File: config.mk
export PLATFORM = sky130hd
export DESIGN_NAME = panel_init_seq
export DESIGN_NICKNAME = d
export VERILOG_FILES = /design/src/rtl/panel_init_pkg.sv /design/src/rtl/panel_script_rom.sv /design/src/rtl/panel_frame_shifter.sv /design/src/rtl/panel_seq_ctrl.sv /design/src/rtl/panel_init_seq.sv
export SDC_FILE = /design/constraint.sdc
export NUM_CORES = 1
export LEC_CHECK = 0
export ABC_AREA = 1
export ABC_CLOCK_PERIOD_IN_PS = 5500
export CORE_MARGIN = 8
export CORE_UTILIZATION = 51
export CTS_BUF_LIST = sky130_fd_sc_hd__clkbuf_8
export CTS_CLUSTER_DIAMETER = 30
export DETAILED_ROUTE_END_ITERATION = 8
export GPL_ROUTABILITY_DRIVEN = 0
export PLACE_DENSITY = 0.66
export SLEW_MARGIN = 20
export SYNTH_ARGS = -nofsm -noshare
export SYNTH_HDL_FRONTEND = slang
export SYNTH_SLANG_ARGS = --single-unit
File: constraint.sdc
create_clock -name clk -period 5.5 [get_ports clk]
set_clock_uncertainty 0.1 [all_clocks]
set_input_delay 1.1 -clock clk [delete_from_list [all_inputs] [get_ports clk]]
set_output_delay 1.1 -clock clk [all_outputs]
set_load 0.02 [all_outputs]
File: src/rtl/panel_init_pkg.sv
package panel_init_pkg;

   localparam int BYTE_W      = 8;
   localparam int FRAME_W     = 2 * BYTE_W;
   localparam int IDX_W       = 4;
   localparam int ON_LAST     = 11;   // index of final power-on write
   localparam int OFF_IDX     = 12;   // index of the shutdown write
   localparam int BASE_GAP    = 4;    // half-periods after each frame
   localparam int FIRST_EXTRA = 2;    // extra half-periods after first write
   localparam int ENC_EXTRA   = 4;    // extra half-periods in encoded mode
   localparam int GAP_W       = 4;

   typedef struct packed {
      logic [BYTE_W-1:0] reg_addr;
      logic [BYTE_W-1:0] reg_val;
   } panel_wr_t;

   // constant script: entries 0..11 power-on, entry 12 power-off
   function automatic panel_wr_t script_entry(input logic [IDX_W-1:0] idx);
      panel_wr_t w;
      case (idx)
         4'd0:    w = '{8'h05, 8'h1E};
         4'd1:    w = '{8'h05, 8'h5D};
         4'd2:    w = '{8'h0B, 8'h81};
         4'd3:    w = '{8'h01, 8'h95};
         4'd4:    w = '{8'h00, 8'h07};
         4'd5:    w = '{8'h06, 8'h15};
         4'd6:    w = '{8'h07, 8'h8D};
         4'd7:    w = '{8'h04, 8'h0F};
         4'd8:    w = '{8'h0D, 8'h3D};
         4'd9:    w = '{8'h10, 8'h42};
         4'd10:   w = '{8'h11, 8'h3A};
         4'd11:   w = '{8'h05, 8'h5F};
         4'd12:   w = '{8'h05, 8'h5E};
         default: w = '{8'h00, 8'h00};
      endcase
      return w;
   endfunction

endpackage

File: src/rtl/panel_script_rom.sv
module panel_script_rom
   import panel_init_pkg::*;
#(
   parameter bit ADDR_ENC = 1'b0
) (
   input  logic [IDX_W-1:0]   idx,
   output logic [FRAME_W-1:0] frame,
   output logic [GAP_W-1:0]   gap_halves
);

   panel_wr_t         entry;
   logic [GAP_W-1:0]  first_add;

   assign entry     = script_entry(idx);
   assign first_add = (idx == '0) ? GAP_W'(FIRST_EXTRA) : '0;

   generate
      if (ADDR_ENC) begin : g_enc
         assign frame      = {entry.reg_addr[BYTE_W-3:0], 2'b10, entry.reg_val};
         assign gap_halves = GAP_W'(BASE_GAP + ENC_EXTRA) + first_add;
      end else begin : g_plain
         assign frame      = {entry.reg_addr, entry.reg_val};
         assign gap_halves = GAP_W'(BASE_GAP) + first_add;
      end
   endgenerate

endmodule

File: src/rtl/panel_frame_shifter.sv
module panel_frame_shifter #(
   parameter int HALF_CYC = 3125,
   parameter int FRAME_W  = 16,
   parameter int GAP_W    = 4
) (
   input  logic               clk,
   input  logic               rst,
   input  logic               start,
   input  logic [FRAME_W-1:0] frame,
   input  logic [GAP_W-1:0]   gap_halves,
   output logic               en_n,
   output logic               sclk,
   output logic               sdat,
   output logic               fin
);

   localparam int CNT_W = (HALF_CYC > 1) ? $clog2(HALF_CYC) : 1;
   localparam int BIT_W = $clog2(FRAME_W);

   typedef enum logic [2:0] {SH_IDLE, SH_SETUP, SH_LO, SH_HI, SH_GAP} sh_state_t;

   sh_state_t          state;
   logic [CNT_W-1:0]   cnt;
   logic               tick;
   logic [BIT_W-1:0]   bitn;
   logic [FRAME_W-1:0] shreg;
   logic [GAP_W-1:0]   gap_r;
   logic [GAP_W-1:0]   hcnt;

   assign tick = (cnt == CNT_W'(HALF_CYC - 1));
   assign fin  = (state == SH_GAP) && tick && (hcnt == gap_r - 1'b1);

   // half-period timer
   always_ff @(posedge clk) begin
      if (rst || state == SH_IDLE || tick) cnt <= '0;
      else                                 cnt <= cnt + 1'b1;
   end

   always_ff @(posedge clk) begin
      if (rst) begin
         state <= SH_IDLE;
         en_n  <= 1'b1;
         sclk  <= 1'b1;
         sdat  <= 1'b0;
         bitn  <= '0;
         shreg <= '0;
         gap_r <= '0;
         hcnt  <= '0;
      end else begin
         case (state)
            SH_IDLE: if (start) begin
               state <= SH_SETUP;
               en_n  <= 1'b0;
               sdat  <= 1'b0;
               shreg <= frame;
               gap_r <= gap_halves;
            end
            SH_SETUP: if (tick) begin
               state <= SH_LO;
               sclk  <= 1'b0;
               sdat  <= shreg[FRAME_W-1];
               bitn  <= '0;
            end
            SH_LO: if (tick) begin
               state <= SH_HI;
               sclk  <= 1'b1;
            end
            SH_HI: if (tick) begin
               if (bitn == BIT_W'(FRAME_W - 1)) begin
                  state <= SH_GAP;
                  en_n  <= 1'b1;
                  sdat  <= 1'b0;
                  hcnt  <= '0;
               end else begin
                  state <= SH_LO;
                  sclk  <= 1'b0;
                  sdat  <= shreg[FRAME_W-2];
                  shreg <= shreg << 1;
                  bitn  <= bitn + 1'b1;
               end
            end
            SH_GAP: if (tick) begin
               if (fin) state <= SH_IDLE;
               else     hcnt  <= hcnt + 1'b1;
            end
            default: state <= SH_IDLE;
         endcase
      end
   end

   // select never moves while the clock is low
   assert_sel_clk_high_R3: assert property (@(posedge clk) disable iff (rst)
      ($fell(en_n) || $rose(en_n)) |-> sclk);

   // a frame opens with data low
   assert_open_data_low_R3: assert property (@(posedge clk) disable iff (rst)
      $fell(en_n) |-> !sdat);

   // data holds while the clock is high inside a frame
   assert_data_stable_R2: assert property (@(posedge clk) disable iff (rst)
      (sclk && $past(sclk) && !en_n && !$past(en_n)) |-> $stable(sdat));

   // clock is parked high whenever the select is inactive
   assert_clk_idle_high_R4: assert property (@(posedge clk) disable iff (rst)
      en_n |-> sclk);

   // a new frame never starts with an empty gap
   assert_gap_nonzero_R6: assert property (@(posedge clk) disable iff (rst)
      (start && state == SH_IDLE) |-> (gap_halves != '0));

endmodule

File: src/rtl/panel_seq_ctrl.sv
module panel_seq_ctrl
   import panel_init_pkg::*;
(
   input  logic             clk,
   input  logic             rst,
   input  logic             on_req,
   input  logic             off_req,
   input  logic             fin,
   output logic             start,
   output logic [IDX_W-1:0] idx,
   output logic             busy,
   output logic             done
);

   typedef enum logic [1:0] {SQ_IDLE, SQ_ISSUE, SQ_WAIT} sq_state_t;

   sq_state_t        state;
   logic [IDX_W-1:0] last_idx;

   assign start = (state == SQ_ISSUE);

   always_ff @(posedge clk) begin
      if (rst) begin
         state    <= SQ_IDLE;
         idx      <= '0;
         last_idx <= '0;
         busy     <= 1'b0;
         done     <= 1'b0;
      end else begin
         done <= 1'b0;
         case (state)
            SQ_IDLE: begin
               if (on_req) begin
                  idx      <= '0;
                  last_idx <= IDX_W'(ON_LAST);
                  state    <= SQ_ISSUE;
                  busy     <= 1'b1;
               end else if (off_req) begin
                  idx      <= IDX_W'(OFF_IDX);
                  last_idx <= IDX_W'(OFF_IDX);
                  state    <= SQ_ISSUE;
                  busy     <= 1'b1;
               end
            end
            SQ_ISSUE: state <= SQ_WAIT;
            SQ_WAIT: if (fin) begin
               if (idx == last_idx) begin
                  state <= SQ_IDLE;
                  busy  <= 1'b0;
                  done  <= 1'b1;
               end else begin
                  idx   <= idx + 1'b1;
                  state <= SQ_ISSUE;
               end
            end
            default: state <= SQ_IDLE;
         endcase
      end
   end

   // done is a single-cycle pulse
   assert_done_single_R9: assert property (@(posedge clk) disable iff (rst)
      done |=> !done);

   // done only with busy already dropped
   assert_done_not_busy_R9: assert property (@(posedge clk) disable iff (rst)
      done |-> !busy);

   // busy holds while a frame is still in flight
   assert_busy_hold_R8: assert property (@(posedge clk) disable iff (rst)
      (state == SQ_WAIT && !fin) |=> busy);

   // script index stays inside the table
   assert_idx_range_R5: assert property (@(posedge clk) disable iff (rst)
      busy |-> (idx <= IDX_W'(OFF_IDX)));

endmodule

File: src/rtl/panel_init_seq.sv
module panel_init_seq
   import panel_init_pkg::*;
#(
   parameter int HALF_CYC = 3125,
   parameter bit ADDR_ENC = 1'b0
) (
   input  logic clk,
   input  logic rst,
   input  logic pwr_on_req,
   input  logic pwr_off_req,
   output logic busy,
   output logic done,
   output logic lcd_en_n,
   output logic lcd_sclk,
   output logic lcd_sdat
);

   generate
      if (HALF_CYC < 1) begin : g_bad_half
         $error("HALF_CYC must be at least 1");
      end
      if (BASE_GAP + FIRST_EXTRA + ENC_EXTRA >= (1 << GAP_W)) begin : g_bad_gap
         $error("gap counter too narrow");
      end
   endgenerate

   logic               start;
   logic               fin;
   logic [IDX_W-1:0]   idx;
   logic [FRAME_W-1:0] frame;
   logic [GAP_W-1:0]   gap_halves;

   panel_seq_ctrl u_ctrl (
      .clk     (clk),
      .rst     (rst),
      .on_req  (pwr_on_req),
      .off_req (pwr_off_req),
      .fin     (fin),
      .start   (start),
      .idx     (idx),
      .busy    (busy),
      .done    (done)
   );

   panel_script_rom #(.ADDR_ENC(ADDR_ENC)) u_rom (
      .idx        (idx),
      .frame      (frame),
      .gap_halves (gap_halves)
   );

   panel_frame_shifter #(
      .HALF_CYC (HALF_CYC),
      .FRAME_W  (FRAME_W),
      .GAP_W    (GAP_W)
   ) u_shift (
      .clk        (clk),
      .rst        (rst),
      .start      (start),
      .frame      (frame),
      .gap_halves (gap_halves),
      .en_n       (lcd_en_n),
      .sclk       (lcd_sclk),
      .sdat       (lcd_sdat),
      .fin        (fin)
   );

   // link rests in its idle state whenever no script runs
   assert_idle_link_R8: assert property (@(posedge clk) disable iff (rst)
      !busy |-> (lcd_en_n && lcd_sclk && !lcd_sdat));

   // select can only be active inside a busy window
   assert_sel_in_busy_R3: assert property (@(posedge clk) disable iff (rst)
      !lcd_en_n |-> busy);

endmodule

# == Yosys cells after proc, flatten, opt, wreduce, memory -nomap -nowiden ==
# Memory sizes are Yosys's and may differ from the RTL's. A register that Yosys moved wholly into a read port is not among the register bits.
# Cells that the tools add are included.
# totals
ff_bits,58
latchBits,0
ramBits,0
rom_bits,208
in_bits,4
wordCells,127
mem_count,1
# memory_table
memory,words,width,rd,rd_ports_with_merged_regs,write_ports,line_no,source
(name not given),16,13,1,1,0,panel_init_pkg.sv:21,case (idx)
# op_classes
add_sub_neg,6
multipliers,0
n_div,0
magnitude_cmp,0
n_eq_ne,23
n_shift,0
muxes,54
bitwise_logic,2
n_reduce_logical,27
# op_table
operator,n
4-bit two-way mux,14
16-bit two-way mux,3
16-bit one-hot mux with 2 select lines,1
4-bit one-hot mux with 2 select lines,3
4-bit AND reduction,6
3-bit two-way mux,7
1-bit two-way mux,16
3-bit one-hot mux with 5 select lines,1
"12-bit by 1-bit adder with 12-bit output, second input constant",1
"4-bit by 1-bit adder with 4-bit output, second input constant",3
"12-bit == test, second input constant",1
"2-bit by 1-bit != test with 1-bit output, second input constant",6
"2-bit != test, second input constant",6
5-bit AND reduction,2
2-bit nonzero test,5
4-bit == test,2
2-bit two-way mux,4
"3-bit by 2-bit == test with 1-bit output, second input constant",2
1-bit one-hot mux with 3 select lines,2
2-bit one-hot mux with 3 select lines,1
2-bit AND reduction,3
6-bit AND reduction,1
3-bit nonzero test,2
"3-bit by 4-bit adder with 4-bit output, first input constant",1
other kinds (15),19

# == Depth between registers and ports, before layout ==
# Gate-level depths: netlist of run 1.
# logic_depth
depth_word,7
mapped_depth,19
ltp_nobuf,19

# == By module ==
# From an unflattened synthesis of run 1, not the netlist that was laid out.
# unflattened
hier_cells,501
area_unflattened_um2,3314.4
# modules_own_cells
module,n_inst,cells_each,area_per_inst_um2,seq_area_each_um2
panel_frame_shifter,1,356,2434.8,920.9
panel_seq_ctrl,1,79,541.8,220.2
panel_script_rom,1,66,337.8,0.0

# == Least setup slack after synthesis of run 1 ==
# Ideal clock, no wire load.
# synth_timing
path_kind,input to register
start,input rst
end,"register, netlist name u_rom.frame[1]"
setup_time_ns,0.114
arrival_time_ns,2.460
slack_ns,2.826
path_stages,8
path_cell_list,clkbuf_1 > inv_1 > clkbuf_1 > nand2_1 > ha_1 > nand3_1 > nand3_1 > nand2_1
# synth_via
elab_chain_cells,1
# synth_rtl
element,line_no,source
"start, declared",panel_init_seq.sv:8,"input logic rst,"
4-bit two-way mux (no source line),--,
# Every way passes these cells.
# A chain may end at the register's enable or synchronous reset.

# == Final worst setup path of run 1 ==
# layout_timing
start,input rst
end,"register, netlist name u_rom.frame[1]"
# layout_via
elab_chain_cells,1
# layout_rtl
element
4-bit two-way mux (no source line)
# Every way passes these cells.

==> summary.md, run 1 <==
| Metric | Value |
|---|---|
| Startpoint types | `input port` |
| Peak Freq | `~0.27 GHz` |
| Clk sink count | `68` |
| Yosys top cell by area | `dfxtp_1` |
| Detail Placement HPWL | `4700 um` |
| DR iter-0 viols | `128` |
| Top-area cell type share of the netlist area | `0.409` |
| # nets final | `just under 500` |
| Via count | `2872` |
| R2r worst-path depth | `16` |
| Avg Synthesized Cell Area | `7.17 um^2` |
| Cell with the most instances after synthesis | `nand2_1` |
| Rel. slew slack | `0.358` |
| Initial Util | `0.527` |
| Initial antenna violation count | `1` |
| R2R Setup Slk | `2700 ps` |
| Net Count, Synth | `480` |
| Routed len/inst | `11.8 um` |
| Post-DRT Antenna Nets | `0` |
| Largest cells by area after synthesis | `dfxtp_1 41%, nand2_1 12%, inv_1 6.0%, nor2_1 5.9%, ha_1 4.5%` |
| Die Height | `a little under 100 um` |
| Fin Setup TNS | `0 ps` |
| CP peak stage delay | `870 ps` |
| Synth top cells by count | `102 x nand2_1, 68 x dfxtp_1, 53 x inv_1` |
| TritonCTS buffer count | `9` |
| Crit path launch | `rst` |
| H-tree depth | `3` |
| VDD IR-drop max | `0.258 mV` |
| Yosys warns | `0` |
| Largest net degree at the start of global routing | `34` |
| Outcome | `finished clean` |
| Synth Flop Type | `dfxtp_1` |
| Pwr Total | `around 1.7 mW` |
| Vias in the first global route | `2644` |
| Count of cell types in the netlist | `36` |
| Final-report max-slew violation count | `0` |
| Diode count | `0` |
| Resize count post-CTS | `0` |
| Ys async rst share | `0` |
| Max-Cap Viols | `0` |
| Crit path kind | `input port to register` |
| Crit path max fanout | `33` |
| Worst-path clk slew | `80 ps` |
| FP Rows | `29` |
| Critical Path RT | `5650 ps` |
| Hold buffers post-CTS | `0` |
| Vias per cell | `just over 5` |
| Die width | `a little under 100 um` |
| Max Buffers Root-to-Sink | `2` |
| RSZ-0062 raised after global routing | `no` |
| IO Count | `9` |
| Placement Setup Slack | `between 1000 and 1500 ps` |
| RR Startpoint | `u_shift.gap_r[1]` |
| PwrDens | `467 mW/mm^2` |
| Skew-Pair Late Insertion Delay | `340 ps` |
| Crit-path cells | `clkdlybuf4s50_1 -> inv_1 -> nand2_1 -> ha_1 -> nand3_1 -> nand3_1 -> nand2_1` |
| Syn Inst Count | `around 460` |
| PortBufs | `8` |
| Total Wirelength | `around 6500 um` |
| Path type of the worst min-delay path | `register to register` |
| Setup Fix Bufs, Post-CTS | `0` |
| Fin crit share | `0.672` |
| Core area | `0.00631 mm^2` |
| Worst Max-Slew Pin Slew | `962 ps` |
| Final worst slack | `1800 ps` |
| Root Buffer | `clkbuf_8` |
| Gr usage total | `0.144` |
| Sequential area share after synthesis | `0.409` |
| Final setup viols | `0` |
| Hold path startpoint | `u_ctrl.busy` |
| Slowest stage cell on the critical path | `inv_1` |
| CTS tree | `done` |
| Area delta synth->final | `11.0%` |
| Cell area after synthesis | `0.00333 mm^2` |
| Worst Path Arrival | `3840 ps` |
| Global route overflow | `0` |
| Layout cells sized above 1 | `0.0901` |
| Initial DRT Pass Iterations | `4` |
| Leak | `1.59 nW` |
| Tmin final | `3700 ps` |
| Hold path cells | `2` |
| First-pass GRT wire length | `approximately 12000 um` |
| FF+latch count, synth | `68` |
| Post-synth EDFFs | `0` |
| Final hold vios | `0` |
| Die area | `0.00936 mm^2` |
| Residual DRC count | `0` |
| Worst Setup End Kind | `register` |
==> worst max-delay path, delay by kind of cell <==
family	cells	cell delay, ps
buffers and inverters	2	1600
and+or+nand+nor	4	690
adders and majority gates	1	450
==> per-stage QoR <==
stage,hold WS (ps),instances,utilization,area [um^2]
detailed placement,356,538,0.545,3440
finish,368,554,0.585,3690
global route,383,554,0.585,3690
CTS,370,554,0.585,3690
floorplan,330,464,-,3330
global placement,348,538,0.545,3440
==> layout by cell type, fill, tap and decap left out, types with 2 or more instances in the layout <==
cell type / n
a21oi_1: 27
a31oi_1: 13
bufinv_16: 3
clkbuf_8: 9
clkdlybuf4s50_1: 8
clkinv_1: 2
clkinv_4: 2
dfxtp_1: 68
ha_1: 12
inv_1: 53
inv_2: 3
nand2_1: 102
nand2_2: 10
nand3_1: 30
nand3_2: 6
nand4_1: 10
nor2_1: 52
nor2_2: 2
nor3_1: 10
nor3b_1: 3
o211ai_1: 2
o21ai_0: 28
o21ai_1: 2
xnor2_1: 2
xor2_1: 4
==> per-layer routing <==
metal	part of all wire	up-vias	GRT usage
met4	0.015	2	0.0757
met5	0.0020	-	0
li1	-	1533	-
met3	0.028	11	0.0391
met2	0.42	31	0.216
met1	0.53	1295	0.184
==> final timing paths <==
path,endpoint
worst max-delay path,u_rom.frame[1]
worst min-delay path,u_ctrl.busy
worst max register to register,u_rom.frame[1]
worst min register to register,u_ctrl.busy
==> power breakdown <==
part,internal [mW],switching (mW),total [mW]
clock,0.304,0.204,0.508
sequential,0.603,0.0561,0.659
combinational,0.191,0.365,0.556
total,1.10,0.626,1.72
==> cells by family (layout without fill, tap and decap cells) <==
group | count (synthesis) | count (layout) | synth area share
compound gates | 78 | 78 | 0.129
xor+xnor | 6 | 6 | 0.0158
fa+ha+maj | 12 | 12 | 0.0451
buf+inv | 71 | 84 | 0.0869
flops | 68 | 68 | 0.409
simple gates | 229 | 229 | 0.314
==> state kept, by name, summed over array words and instances, names as in the netlist <==
register	flops
u_shift.shreg	16
u_rom.frame	13
u_shift.cnt	12
u_ctrl.idx	4
u_shift.bitn	4
u_shift.hcnt	4
u_ctrl.last_idx	3
u_shift.state	3
u_ctrl.state	2
u_shift.gap_r	2
u_ctrl.busy	1
u_ctrl.done	1
u_shift.en_n	1
u_shift.sclk	1
u_shift.sdat	1
==> cell type report <==
class	instances	area, um^2
Clock buffer	9	124
Clock inverter	7	124
Fill cell	596	2620
Inverter	59	223
Multi-Input combinational cell	325	1680
Sequential cell	68	1360
Tap cell	77	96.3
Timing Repair Buffer	9	87.6
Note: power is estimated with default switching activity, not from simulation.
==> run 2, diff against run 1 <==
ABC_CLOCK_PERIOD_IN_PS = 3300   (was 5500)
PLACE_DENSITY = 0.68   (was 0.66)
clock period = 3.3 ns   (was 5.5 ns; I/O delays follow)
==> run 2 against run 1 <==
Against the previous run: critical endpoint unchanged; total power is 62% higher; final cell count is 0.54% higher; highest routed layer is now met4; via count is 0.28% lower; sequential cell count stayed put; hold slack worse by 7.5 ps; sequential share of layout area stayed put; count of clock-buffer cells in the layout is 1 higher; core utilization stayed put; clock power is 50% higher; die area stayed put; worst setup slack worse by 1200 ps; critical path depth is 9 higher.
==> summary.md, run 2 (same netlist as run 1, synthesis figures left out) <==
| Metric | Value |
|---|---|
| Seq. cell area | `0.00136 mm^2` |
| Worst Setup End Kind | `register` |
| R2R Setup Slk | `590 ps` |
| Crit path kind | `register to register` |
| Die Height | `slightly below 100 um` |
| Reg-to-Reg End | `u_rom.frame[1]` |
| Multi-input logic area | `roughly 0.0017 mm^2` |
| Hold path startpoint | `u_rom.frame[11]` |
| PwrDens | `757 mW/mm^2` |
| Leak | `around 1.6 nW` |
| Fill cell count | `around 620` |
| Setup Fix Bufs, Post-CTS | `0` |
| Die width | `96.8 um` |
| Fin Setup TNS | `0 ps` |
| Path type of the worst min-delay path | `register to register` |
| IO Count | `9` |
| Peak Freq | `0.370 GHz` |
| Area delta synth->final | `11.0%` |
| RR Startpoint | `u_shift.gap_r[1]` |
| First-pass GRT wire length | `11500 um` |
| PortBufs | `8` |
| Detail Placement HPWL | `~4800 um` |
| Routed len/inst | `12.0 um` |
| Root Buffer | `clkbuf_8` |
| Tmin final | `between 2000 and 3000 ps` |
| R2r worst-path depth | `16` |
| Initial Util | `0.527` |
| Max-Cap Viols | `0` |
| Initial antenna violation count | `0` |
| # nets final | `approximately 490` |
| Core area | `between 0.006 and 0.007 mm^2` |
| Critical Path RT | `~3400 ps` |
| Via count | `2864` |
| VDD IR-drop max | `0.374 mV` |
| Largest net degree at the start of global routing | `30` |
| Die area | `0.00936 mm^2` |
| Slowest stage cell on the critical path | `ha_1` |
| Post-DRT Antenna Nets | `0` |
| Diode count | `0` |
| Max Buffers Root-to-Sink | `2` |
| Placement Setup Slack | `497 ps` |
| Worst Path Arrival | `2840 ps` |
| Outcome | `finished clean` |
| Vias per cell | `roughly 5.1` |
| Residual DRC count | `0` |
| CTS tree | `done` |
| Clk sink count | `68` |
| Number of flip-flops in the largest register | `16` |
| Global route overflow | `0` |
| TritonCTS buffer count | `9` |
| Worst-path clk slew | `70 ps` |
| Hold Path End | `u_shift.shreg[11]` |
| Initial DRT Pass Iterations | `4` |
| Final worst slack | `595 ps` |
| Most flops, register | `u_shift.shreg` |
| Vias in the first global route | `approximately 2600` |
| DR iter-0 viols | `173` |
| Gr usage total | `0.143` |
| Final-report max-slew violation count | `0` |
| Rel. slew slack | `0.631` |
| FP Rows | `29` |
| H-tree depth | `3` |
| Skew-Pair Late Insertion Delay | `340 ps` |
| CP most frequent cell | `nand2_1` |
| Final setup viols | `0` |
| Commonest non-fill, non-tap cells in the layout | `102 x nand2_1, 68 x dfxtp_1, 53 x inv_1, 52 x nor2_1, 30 x nand3_1` |
| CP peak stage delay | `420 ps` |
| Hold buffers post-CTS | `0` |
| Resize count post-CTS | `0` |
| Crit path max fanout | `9` |
| Commonest non-fill, non-tap cell in the layout | `nand2_1` |
| Hold path cells | `2` |
| Fin crit share | `0.820` |
| Startpoint types | `register` |
| Crit-path cells | `inv_1 -> ha_1 -> inv_1 -> nand2_1 -> nand2_1 -> nand2_1 -> nor2_1 -> nand3_2 -> nand2_4 -> nand4_1 -> nand2_1 -> nand2_1 -> ha_1 -> nand3_1 -> nand3_1 -> nand2_1` |
| Layout cells sized above 1 | `0.0958` |
| Total Wirelength | `6690 um` |
| RSZ-0062 raised after global routing | `no` |
| Worst Max-Slew Pin Slew | `548 ps` |
| Final hold vios | `0` |
==> run 2: stage by stage <==
| stage | hold WS (ps) | instances | util | power (mW) | cell area [um^2] |
|---|---|---|---|---|---|
| floorplan | 330 | 464 | - | 1.86 | 3330 |
| global placement | 346 | 541 | 0.549 | 2.03 | 3470 |
| detailed placement | 354 | 541 | 0.549 | 2.04 | 3470 |
| CTS | 363 | 557 | 0.585 | 2.81 | 3690 |
| global route | 383 | 557 | 0.585 | 3.00 | 3690 |
| finish | 361 | 557 | 0.585 | 2.79 | 3690 |
==> run 2: report_power, final <==
| part | switching, mW | leakage (nW) | total, mW | internal [mW] |
|---|---|---|---|---|
| registers | 0.0994 | 0.558 | 1.11 | 1.01 |
| logic | 0.607 | 0.924 | 0.928 | 0.321 |
| clock network | 0.315 | 0.116 | 0.761 | 0.446 |
| total | 1.02 | 1.60 | 2.79 | 1.77 |
==> run 2: layout make-up <==
type                       instances  area share
clock buffer                      10      0.0373
clock inverter                     6      0.0237
inverter                          59      0.0603
multi-input combinational        325       0.454
sequential                        68       0.369
tap                               77      0.0261
timing repair buffer              12      0.0298
==> run 2: worst max-delay path by stage <==
| stage | end | start |
|---|---|---|
| after floorplan | u_rom.frame[4] | u_shift.gap_r[1] |
| after global routing | u_rom.frame[10] | u_shift.gap_r[1] |
| final | u_rom.frame[1] | u_shift.gap_r[1] |
| after detailed placement | u_rom.frame[1] | pwr_on_req |
| after CTS | u_rom.frame[1] | u_shift.gap_r[1] |
| after global placement | u_rom.frame[1] | pwr_on_req |
==> run 2: worst max-delay path: cells and delay by family, from the launching register on <==
kind                       cells  cell delay (ps)
adders and majority gates      2              760
buffers and inverters          2              140
DFF                            1              330
and+or+nand+nor               12             1270
==> run 2: routing by layer <==
metal  vias up  share of wire  track usage
met5         -              0            0
met1      1274           0.50        0.175
met4         0          0.019       0.0722
li1       1538              -            -
met3        11          0.037       0.0341
met2        41           0.45        0.226
==> run 3, diff against run 2 <==
ABC_CLOCK_PERIOD_IN_PS = 2450   (was 3300)
clock period = 2.45 ns   (was 3.3 ns; I/O delays follow)
==> run 3 against run 2 <==
Against the previous run: critical endpoint is now u_rom.frame[3]; fmax grew 16%; hold slack lost 7.4 ps; via count grew 5.5%.
==> summary.md, run 3 (same netlist as run 1, synthesis figures left out) <==
| Metric | Value |
|---|---|
| Final instance area | `0.00385 mm^2` |
| Diode count | `0` |
| Post-DP Area | `approximately 0.0036 mm^2` |
| Path type of the worst min-delay path | `register to register` |
| Final-report max-slew violation count | `0` |
| Fin crit share | `0.953` |
| Fill cell count | `596` |
| Rel. slew slack | `0.650` |
| Worst Setup End Kind | `register` |
| Outcome | `finished clean` |
| Initial Util | `0.527` |
| Worst-path clk slew | `70 ps` |
| Fin util | `0.610` |
| Post-DRT Antenna Nets | `0` |
| Skew-Pair Late Insertion Delay | `350 ps` |
| Vias in the first global route | `between 2000 and 3000` |
| Die width | `96.8 um` |
| Die area | `0.00936 mm^2` |
| IO Count | `9` |
| VDD IR-drop max | `0.617 mV` |
| Startpoint types | `register` |
| DR iter-0 viols | `132` |
| Final hold vios | `0` |
| Fin Setup TNS | `0 ps` |
| Layout cells sized above 1 | `0.158` |
| Die Height | `96.8 um` |
| Root Buffer | `clkbuf_8` |
| Peak Freq | `0.428 GHz` |
| Vias per cell | `5.25` |
| Final worst slack | `between 100 and 150 ps` |
| Max Buffers Root-to-Sink | `2` |
| Initial DRT Pass Iterations | `4` |
| Gr usage total | `0.156` |
| Commonest non-fill, non-tap cells in the layout | `98 x nand2_1, 67 x dfxtp_1, 51 x inv_1, 51 x nor2_1` |
| Number of flip-flops in the largest register | `16` |
| Core area | `0.00631 mm^2` |
| Final setup viols | `0` |
| Total Wirelength | `7140 um` |
| Tmin final | `approximately 2300 ps` |
| Worst Max-Slew Pin Slew | `520 ps` |
| Commonest non-fill, non-tap cell in the layout | `nand2_1` |
| Global route overflow | `0` |
| Max-Cap Viols | `0` |
| PortBufs | `8` |
| Critical Path RT | `2580 ps` |
| Detail Placement HPWL | `5130 um` |
| Largest net degree at the start of global routing | `30` |
| FP Rows | `29` |
| Leak | `1.67 nW` |
| Clk sink count | `68` |
| Crit path max fanout | `5` |
| # nets final | `511` |
| Placement Setup Slack | `-47.5 ps` |
| RSZ-0062 raised after global routing | `yes` |
| Crit path kind | `register to register` |
| PwrDens | `963 mW/mm^2` |
| Routed len/inst | `12.4 um` |
| Initial antenna violation count | `0` |
| H-tree depth | `3` |
| First-pass GRT wire length | `~12000 um` |
| CTS tree | `done` |
| Most flops, register | `u_shift.shreg` |
| Via count | `about 3000` |
| TritonCTS buffer count | `9` |
| Area delta synth->final | `15.8%` |
| Final hold slack | `353 ps` |
| Worst Path Arrival | `~2500 ps` |
| Residual DRC count | `0` |
run 3: path summary, 6_finish.rpt:
kind	depth (start not counted)	slack [ps]	from	to
min	2	350	u_rom.frame[9]	u_shift.shreg[9]
min reg2reg	2	350	u_rom.frame[9]	u_shift.shreg[9]
max	18	110	u_shift.gap_r[1]	u_rom.frame[3]
max reg2reg	18	110	u_shift.gap_r[1]	u_rom.frame[3]
run 3: per-layer routing:
| metal | global-route usage | share of wire | vias up |
|---|---|---|---|
| li1 | - | - | 1578 |
| met1 | 0.181 | 0.48 | 1362 |
| met2 | 0.256 | 0.46 | 63 |
| met3 | 0.0299 | 0.029 | 19 |
| met4 | 0.102 | 0.034 | 0 |
| met5 | 0 | 0 | - |
run 3: stage by stage:
step	total power [mW]	instances
2_1_floorplan	2.51	464
3_3_place_gp	2.81	555
3_5_place_dp	2.84	555
4_1_cts	3.64	571
5_1_grt	4.00	576
6_report	3.71	576
run 3: final cells by class:
class                      instances  area, um^2  area share
clock buffer                       9         124      0.0322
clock inverter                     6        35.0     0.00910
inverter                          59         224      0.0582
multi-input combinational        325        1750       0.454
sequential                        68        1360       0.354
tap                               77        96.3      0.0250
timing repair buffer              32         260      0.0676
run 3: repair_timing:
item / in CTS / in global routing
setup endpoints to repair: 9 / 12
hold buffers: 0 / 0
pin swaps: 0 / 7
buffers inserted: 1 / 5
cloned: 0 / 0
resized for setup: 4 / 16
run 3: worst max-delay path, cell delays in order, from the launching register on:
cell and delay (ps):
dfxtp_2 340, inv_2 60, ha_4 240, inv_1 50, nand2_1 40, nand2_1 60, nand2_1 50, nor2_2 130
nand3_2 120, nand2_4 110, nand3_4 100, nand2_2 120, nand3_4 120, buf_4 160, buf_4 120, nand2_1 90
nand2_1 70, nand2_1 60, nand2_1 60
run 3: power by group:
part	total [mW]	internal [mW]	switching (mW)
Combinational	1.46	0.555	0.906
Sequential	1.48	1.36	0.123
Clock	0.766	0.354	0.412
